$ cat config.mk
export PLATFORM = sky130hd
export DESIGN_NAME = gpio_xint_ctrl
export DESIGN_NICKNAME = d
export VERILOG_FILES = /design/src/rtl/xint_pkg.sv /design/src/rtl/xint_sync.sv /design/src/rtl/xint_trig_detect.sv /design/src/rtl/gpio_xint_ctrl.sv
export SDC_FILE = /design/constraint.sdc
export NUM_CORES = 1
export LEC_CHECK = 0
export ABC_AREA = 0
export BUFFER_PORTS_ARGS = -buffer_cell sky130_fd_sc_hd__buf_2
export CORE_MARGIN = 2
export CORE_UTILIZATION = 50
export CTS_BUF_LIST = sky130_fd_sc_hd__clkbuf_4
export DETAILED_ROUTE_END_ITERATION = 8
export PLACE_DENSITY = 0.67
export SYNTH_ARGS = -nofsm -noshare
export SYNTH_HDL_FRONTEND = slang
export SYNTH_SLANG_ARGS = --single-unit
export TNS_END_PERCENT = 5
$ cat constraint.sdc
create_clock -name clk -period 2.8 [get_ports clk]
set_input_delay 0.42 -clock clk [delete_from_list [all_inputs] [get_ports clk]]
set_output_delay 0.42 -clock clk [all_outputs]
set_load 0.05 [all_outputs]
$ cat src/rtl/xint_pkg.sv
package xint_pkg;

    localparam int unsigned MODE_W        = 4;
    localparam int unsigned LINES_PER_CFG = 8;
    localparam int unsigned CFG_BASE      = 32'h200;
    localparam int unsigned EN_OFS        = 32'h210;
    localparam int unsigned ST_OFS        = 32'h214;

    typedef enum logic [MODE_W-1:0] {
        TRIG_RISE = 4'd0,
        TRIG_FALL = 4'd1,
        TRIG_HIGH = 4'd2,
        TRIG_LOW  = 4'd3,
        TRIG_BOTH = 4'd4
    } trig_mode_e;

endpackage

$ cat src/rtl/xint_sync.sv
module xint_sync #(
    parameter int unsigned W      = 32,
    parameter int unsigned STAGES = 2
) (
    input  logic         clk,
    input  logic         rst_n,
    input  logic [W-1:0] d,
    output logic [W-1:0] q
);

    logic [W-1:0] chain_q [STAGES];

    always_ff @(posedge clk or negedge rst_n) begin
        if (!rst_n) begin
            for (int s = 0; s < STAGES; s++) chain_q[s] <= '0;
        end else begin
            chain_q[0] <= d;
            for (int s = 1; s < STAGES; s++) chain_q[s] <= chain_q[s-1];
        end
    end

    assign q = chain_q[STAGES-1];

endmodule

$ cat src/rtl/xint_trig_detect.sv
module xint_trig_detect
    import xint_pkg::*;
#(
    parameter int unsigned NLINES = 32
) (
    input  logic [NLINES-1:0]        cur,
    input  logic [NLINES-1:0]        prev,
    input  logic [NLINES-1:0]        func,
    input  logic [NLINES*MODE_W-1:0] cfg,
    output logic [NLINES-1:0]        hit
);

    for (genvar n = 0; n < NLINES; n++) begin : g_line
        logic raw;
        always_comb begin
            unique case (cfg[n*MODE_W +: MODE_W])
                TRIG_RISE: raw = cur[n] & ~prev[n];
                TRIG_FALL: raw = ~cur[n] & prev[n];
                TRIG_HIGH: raw = cur[n];
                TRIG_LOW:  raw = ~cur[n];
                TRIG_BOTH: raw = cur[n] ^ prev[n];
                default:   raw = 1'b0;
            endcase
        end
        assign hit[n] = raw & func[n];
    end

endmodule

$ cat src/rtl/gpio_xint_ctrl.sv
module gpio_xint_ctrl
    import xint_pkg::*;
#(
    parameter int unsigned NLINES      = 32,
    parameter int unsigned ADDR_W      = 12,
    parameter int unsigned SYNC_STAGES = 2
) (
    input  logic              clk,
    input  logic              rst_n,
    input  logic              bus_en,
    input  logic              bus_we,
    input  logic [ADDR_W-1:0] bus_addr,
    input  logic [31:0]       bus_wdata,
    output logic [31:0]       bus_rdata,
    input  logic [NLINES-1:0] pin_in,
    input  logic [NLINES-1:0] func_irq,
    output logic              irq_out
);

    localparam int unsigned CFG_WORDS = (NLINES + LINES_PER_CFG - 1) / LINES_PER_CFG;
    localparam int unsigned WIDX_W    = ADDR_W - 2;

    typedef struct packed {
        logic [NLINES*MODE_W-1:0] cfg;
        logic [NLINES-1:0]        en;
        logic [NLINES-1:0]        st;
        logic [NLINES-1:0]        prev;
    } state_t;

    state_t state_d, state_q;

    logic [NLINES-1:0] sync_s;
    logic [NLINES-1:0] hit;
    logic [NLINES-1:0] st_q, en_q;
    logic [WIDX_W-1:0] word_idx;
    logic              wr, cfg_sel, en_sel, st_sel;

    xint_sync #(.W(NLINES), .STAGES(SYNC_STAGES)) sync_i (
        .clk   (clk),
        .rst_n (rst_n),
        .d     (pin_in),
        .q     (sync_s)
    );

    xint_trig_detect #(.NLINES(NLINES)) det_i (
        .cur   (sync_s),
        .prev  (state_q.prev),
        .func  (func_irq),
        .cfg   (state_q.cfg),
        .hit   (hit)
    );

    assign st_q     = state_q.st;
    assign en_q     = state_q.en;
    assign wr       = bus_en & bus_we;
    assign word_idx = bus_addr[ADDR_W-1:2] - WIDX_W'(CFG_BASE >> 2);
    assign cfg_sel  = (bus_addr >= ADDR_W'(CFG_BASE)) && (word_idx < WIDX_W'(CFG_WORDS))
                      && (bus_addr[1:0] == 2'b00);
    assign en_sel   = (bus_addr == ADDR_W'(EN_OFS));
    assign st_sel   = (bus_addr == ADDR_W'(ST_OFS));

    // next-state process
    always_comb begin
        logic [NLINES-1:0] clr;
        state_d      = state_q;
        state_d.prev = sync_s;
        clr          = (wr && st_sel) ? bus_wdata[NLINES-1:0] : '0;
        if (wr && cfg_sel) begin
            for (int j = 0; j < NLINES; j++) begin
                if (word_idx == WIDX_W'(j / LINES_PER_CFG))
                    state_d.cfg[j*MODE_W +: MODE_W] =
                        bus_wdata[(j % LINES_PER_CFG)*MODE_W +: MODE_W];
            end
        end
        if (wr && en_sel) state_d.en = bus_wdata[NLINES-1:0];
        // detection wins over a same-cycle clear
        state_d.st = (state_q.st & ~clr) | hit;
    end

    // read mux
    always_comb begin
        bus_rdata = '0;
        if (cfg_sel) begin
            for (int j = 0; j < NLINES; j++) begin
                if (word_idx == WIDX_W'(j / LINES_PER_CFG))
                    bus_rdata[(j % LINES_PER_CFG)*MODE_W +: MODE_W] =
                        state_q.cfg[j*MODE_W +: MODE_W];
            end
        end else if (en_sel) begin
            bus_rdata[NLINES-1:0] = state_q.en;
        end else if (st_sel) begin
            bus_rdata[NLINES-1:0] = state_q.st;
        end
    end

    always_ff @(posedge clk or negedge rst_n) begin
        if (!rst_n) state_q <= '0;
        else        state_q <= state_d;
    end

    assign irq_out = |(state_q.st & state_q.en);

endmodule

### Word level (Yosys, flattened, before mapping)

Cells that the tools add are included.

| storage, ports and cells | value |
|---|---|
| memories kept | 0 |
| bits in writable memories | 0 |
| register bits | 288 |
| bits in latches | 0 |
| output and inout port bits | 33 |
| input port bits | 112 |
| memory bits (read-only) | 0 |

| cells by class | value |
|---|---|
| magnitude comparators | 2 |
| $add $sub $neg | 1 |
| shift operators | 0 |
| divide/modulo/power cells | 0 |
| multiply operators | 0 |
| reduce and logical (&&, ||, !) cells | 44 |
| equal/unequal tests | 133 |
| mux-type cells | 68 |
| bitwise logic cells | 197 |

Operators with widths:

| cell | number |
|---|---|
| $eq 4x2->1 const B | 64 |
| $pmux 1 s5 | 32 |
| $eq 4x1->1 const B | 32 |
| $eq 4x3->1 const B | 32 |
| $logic_not 4->1 | 32 |
| $mux 32 | 4 |
| $mux 4 | 32 |
| $and 1x1->1 | 97 |
| $and 32x32->32 | 2 |
| $not 1->1 | 64 |
| $not 32->32 | 1 |
| $or 32x32->32 | 1 |
| $reduce_or 32->1 | 1 |
| $xor 1x1->1 | 32 |
| $eq 12x10->1 const B | 2 |
| $eq 10x2->1 const B | 2 |
| $ge 12x10->1 const B | 1 |
| $eq 10x1->1 const B | 1 |
| $logic_not 10->1 | 1 |
| $lt 10x3->1 const B | 1 |
| $sub 10x8->10 const B | 1 |
| $reduce_and 2->1 | 4 |
| $logic_and 1x1->1 | 5 |
| $logic_not 2->1 | 1 |

### Longest topological paths before layout

| logic depth | value |
|---|---|
| depth after elaboration | 7 |
| mapped depth | 8 |
| gate-level depth less buffers | 6 |

### Modules after synthesis

From an unflattened synthesis, not the netlist that was laid out.

| second synthesis, totals | value |
|---|---|
| cell total of the unflattened synthesis | 1246 |
| area total of the unflattened synthesis | 14592.7 um^2 |

Modules (own cells, without submodules):

| module | instances | area each (um^2) | cells an instance |
|---|---|---|---|
| gpio_xint_ctrl | 1 | 9756.9 | 766 |
| xint_trig_detect | 1 | 2994.1 | 384 |
| xint_sync | 1 | 1841.8 | 96 |

### Worst setup path after synthesis

No wires, ideal clock.

| timing | value |
|---|---|
| path kind | input-to-output |
| start | input bus_addr[5] |
| end | output bus_rdata[26] |
| setup slack | 16 ps |
| path buffers | 1 |
| arrival | 2364 ps |
| stages on the path | 4 |
| data required time | 2380 ps |
| path through | nor3b_2 nand4_1 clkbuf_1 o21ai_0 |

| between the ends | value |
|---|---|
| word-level cells in the longest chain between the ends | 7 |
| elaborated cells on any way between the ends | 18 |
| classes of those cells | 1 x add/sub; 2 x order compare; 5 x eq/ne; 7 x mux; 3 x reduce/logical |

Ends and longest elaborated chain:

| item | line | source |
|---|---|---|
| start, declared | gpio_xint_ctrl.sv:12 | `input logic [ADDR_W-1:0] bus_addr,` |
| branches (longest 6 deep; another with $sub 10x8->10) | -- |  |
| $mux 32 (*) | gpio_xint_ctrl.sv:83 | `if (cfg_sel) begin` |
| end, declared | gpio_xint_ctrl.sv:14 | `output logic [31:0] bus_rdata,` |

Mark *: on every way between the ends.

### Worst setup path after layout

| timing | value |
|---|---|
| start | register state_q (netlist bit st_q[29]) |
| end | output irq_out |

| between the ends | value |
|---|---|
| word-level cells in the longest chain between the ends | 2 |

Ends and longest elaborated chain:

| item | line | source |
|---|---|---|
| start, declared | gpio_xint_ctrl.sv:30 | `state_t state_d, state_q;` |
| start signal, assigned | gpio_xint_ctrl.sv:98 | `else state_q <= state_d;` |
| $and 32x32->32 | gpio_xint_ctrl.sv:101 | `assign irq_out = \|(state_q.st & state_q.en);` |
| $reduce_or 32->1 | gpio_xint_ctrl.sv:101 |  |
| end, declared | gpio_xint_ctrl.sv:17 | `output logic irq_out` |

No other way between the ends.

==> impl_results.md <==
- Gate Count Post-Synth: 1148
- Crit path kind: reg -> out
- Logic pwr share: 7.1%
- Synthesized area: 0.0140 mm²
- Synth top area share: 51.3%
- YS warnings: 0
- Post-Syn Nets: 1325
- Clk network pwr share: 44.2%
- Max-cap violations: 0
- Placeable Area: 0.0277 mm²
- Root Buffer Master: clkbuf_4
- RePlAce Congestion: 0.812
- Slew Limit Fails: 0
- GRT met1 Usage: 34.8%
- Minimum clock period: 2.69 ns
- Longest Clk Path Bufs: 3
- Worst-case clock skew: 0.0319 ns
- Total congestion overflow: 0
- Busiest layer in global routing: met2
- Clk_lat worst skew: 0.70 ns
- Fin Setup TNS: 0 ns
- Routed vias/inst: 5.52
- # rows: 61
- Met2 Resource Use GR: 40.9%
- Slew of the pin with the lowest slew margin: 0.646 ns
- Achievable Freq: 372 MHz
- Post-synth ARST share: 100%
- Startpoint types: register
- Unrepaired setup endpoints after global routing: no
- Synth Register Bits: 288
- WL per Instance: 19.8 µm
- Register area share after synthesis: 51.3%
- Reg2reg start: sync_i.q[16]$_DFF_PN0_
- Sequential cell area: 0.00721 mm²
- Antenna violations before repair: 1
- Chip height: 172 µm
- Worst Hold Slack: 0.0457 ns
- Hold Fails Final Rpt: 0
- Critical path launch point: st_q[29]$_DFF_PN0_
- Initial DRC Count: 664
- PortBufs: 144
- Starting Density: 50.7%
- Int Power: 6660 µW
- CTS tree: yes
- Number of filler cells placed in the layout: 2276
- Die width: 172 µm
- Layout cells sized above 1: 31.2%
- Worst setup EP type: primary output
- Final nets: 1597
- CTS Sinks: 288
- GR Util met3: 5.06%
- Final Cycle Share: 96.0%
- Prevailing post-synth register cell: dfrtp_1
- Req. time, crit path: 2.38 ns
- Seq pwr share: 48.7%
- Largest cells by area after synthesis: dfrtp_1 (51%), mux2_2 (12%), ha_1 (5.8%)
- Commonest cells after routing, fill and taps aside: dfrtp_1 (288), mux2_2 (147), buf_2 (141), clkbuf_4 (121), inv_1 (67)
- Synth-to-layout area growth: 21.4%
- Netlist cell types: 35
- Slew margin rel.: 56.9%
- PwrDens: 517 mW/mm²
- TritonRoute pass-1 iters: 5
- First-pass GRT wire length: 57.5 mm
- Worst EP arrival: 2.27 ns
- Post-CTS setup buffer count: 0
- Final setup violation count: 0
- Largest net degree at the start of global routing: 76
- CP Max Fanout: 3
- Num ports: 145
- Via count: 10.2k
- CTS clk-pin slew, worst paths: 0.07 ns
- Peak VDD IR: 0.293 mV
- Num CTS Buffers: 81
- Status: finished, final reports clean
- Commonest non-fill, non-tap cell in the layout: dfrtp_1
- Post-synth top area cell: dfrtp_1
- Synth Area per Inst: 12.2 µm²
- Post-DP HPWL: 24.7 mm
- Vias in the first global route: 10.5k
- Number of synthesized flops with an enable pin: 0
- H-tree depth: 3
- DRC errors left: 0
- Switching part of the total power: 24.5%
- LEAKAGE: 0.00849 µW
- Multi-input gate area: 0.00637 mm²
- Psw: 2160 µW
- GR Util All Layers: 25.7%
- Hold_sp: func_irq[8]
- WL final: 36.7 mm
- Routed Antenna Nets: 0
- Die area: 0.0295 mm²
- Min-delay worst type: in -> reg
-- area by class of cell --
class	count	area share (%)
Sequential cell	288	42.3
Multi-Input combinational cell	749	37.3
Timing Repair Buffer	233	10.1
Clock buffer	121	5.33
Tap cell	378	2.77
Inverter	67	1.47
Clock inverter	18	0.734
Antenna cell	1	0.0147
-- power by group through the flow --
stage               logic [µW]  clock network (µW)  registers [µW]
floorplan                  235                   0            4360
global placement           550                   0            4370
detailed placement         558                   0            4370
CTS                        628                4020            4300
global route               693                4230            4300
finish                     624                3900            4300
-- worst paths after layout --
check / endpoint / slack (ns) / cells after the start
min: st_q[8]$_DFF_PN0_ / 0.05 / 3
max reg2reg: st_q[16]$_DFF_PN0_ / 1.17 / 5
max: irq_out / 0.11 / 4
min reg2reg: sync_i.q[21]$_DFF_PN0_ / 0.33 / 0
max in group asynchronous: sync_i.q[7]$_DFF_PN0_ / 1.72 / 3
min in group asynchronous: sync_i.q[4]$_DFF_PN0_ / 0.32 / 2
-- registers in the layout (all words and copies together) (netlist names) --
signal / cells
state_q: 160
en_q: 32
st_q: 32
sync_i.chain_q: 32
sync_i.q: 32
-- stage by stage --
step           total power (µW)  util (%)  std cells  instance area, µm²  setup slack [ns]
2_1_floorplan              4590         -       1148               14000            0.0162
3_3_place_gp               4920      55.5       1653               15400             0.259
3_5_place_dp               4930      55.5       1653               15400             0.241
4_1_cts                    8940      61.5       1853               17000            0.0120
5_1_grt                    9230      61.6       1855               17100            0.0199
6_report                   8820      61.6       1855               17100             0.112
-- repair_timing --
item,CTS,global route
hold buffers,61,1
gates resized for setup,1,3
gates cloned,0,0
endpoints found under the hold margin,129,1
setup endpoints to repair,1,1
-- Yosys cell counts, drive strengths merged (3+ instances only) --
cell type,n
a211o,32
a21oi,64
a221o,30
a22oi,16
buf,23
clkbuf,21
dfrtp,288
ha,65
inv,67
mux2,160
mux2i,64
nand2,64
nand2b,32
nand4,7
nor2,33
nor2b,33
nor4,3
nor4b,35
o21ai,36
o2bb2ai,32
xnor2,33
-- cell families (layout without fill, tap and decap cells) --
group                      count (synthesis)  after routing  share of synthesized area (%)
AOI/OAI and AO/OA                        212            212                           10.7
xor gates and xnor gates                  33             33                           2.06
adders and majority gates                 65             65                           5.79
buffers and inverters                    111            439                           3.60
DFF                                      288            288                           51.3
muxes                                    224            224                           17.4
other                                      0              1                              0
and+or+nand+nor                          215            215                           9.22
-- critical path: stages, from the launching register on --
cell,delay (ns)
dfrtp_1,0.46
a22oi_1,0.19
nand4_1,0.11
or4_4,0.58
buf_4,0.21
-- layer usage --
metal | vias to the layer above | share of wire, %
met5 | - | 0
met4 | 0 | 2.7
met3 | 75 | 4.4
met2 | 246 | 48
met1 | 5188 | 45
li1 | 4736 | -
Power figures use the tool's default switching activity.
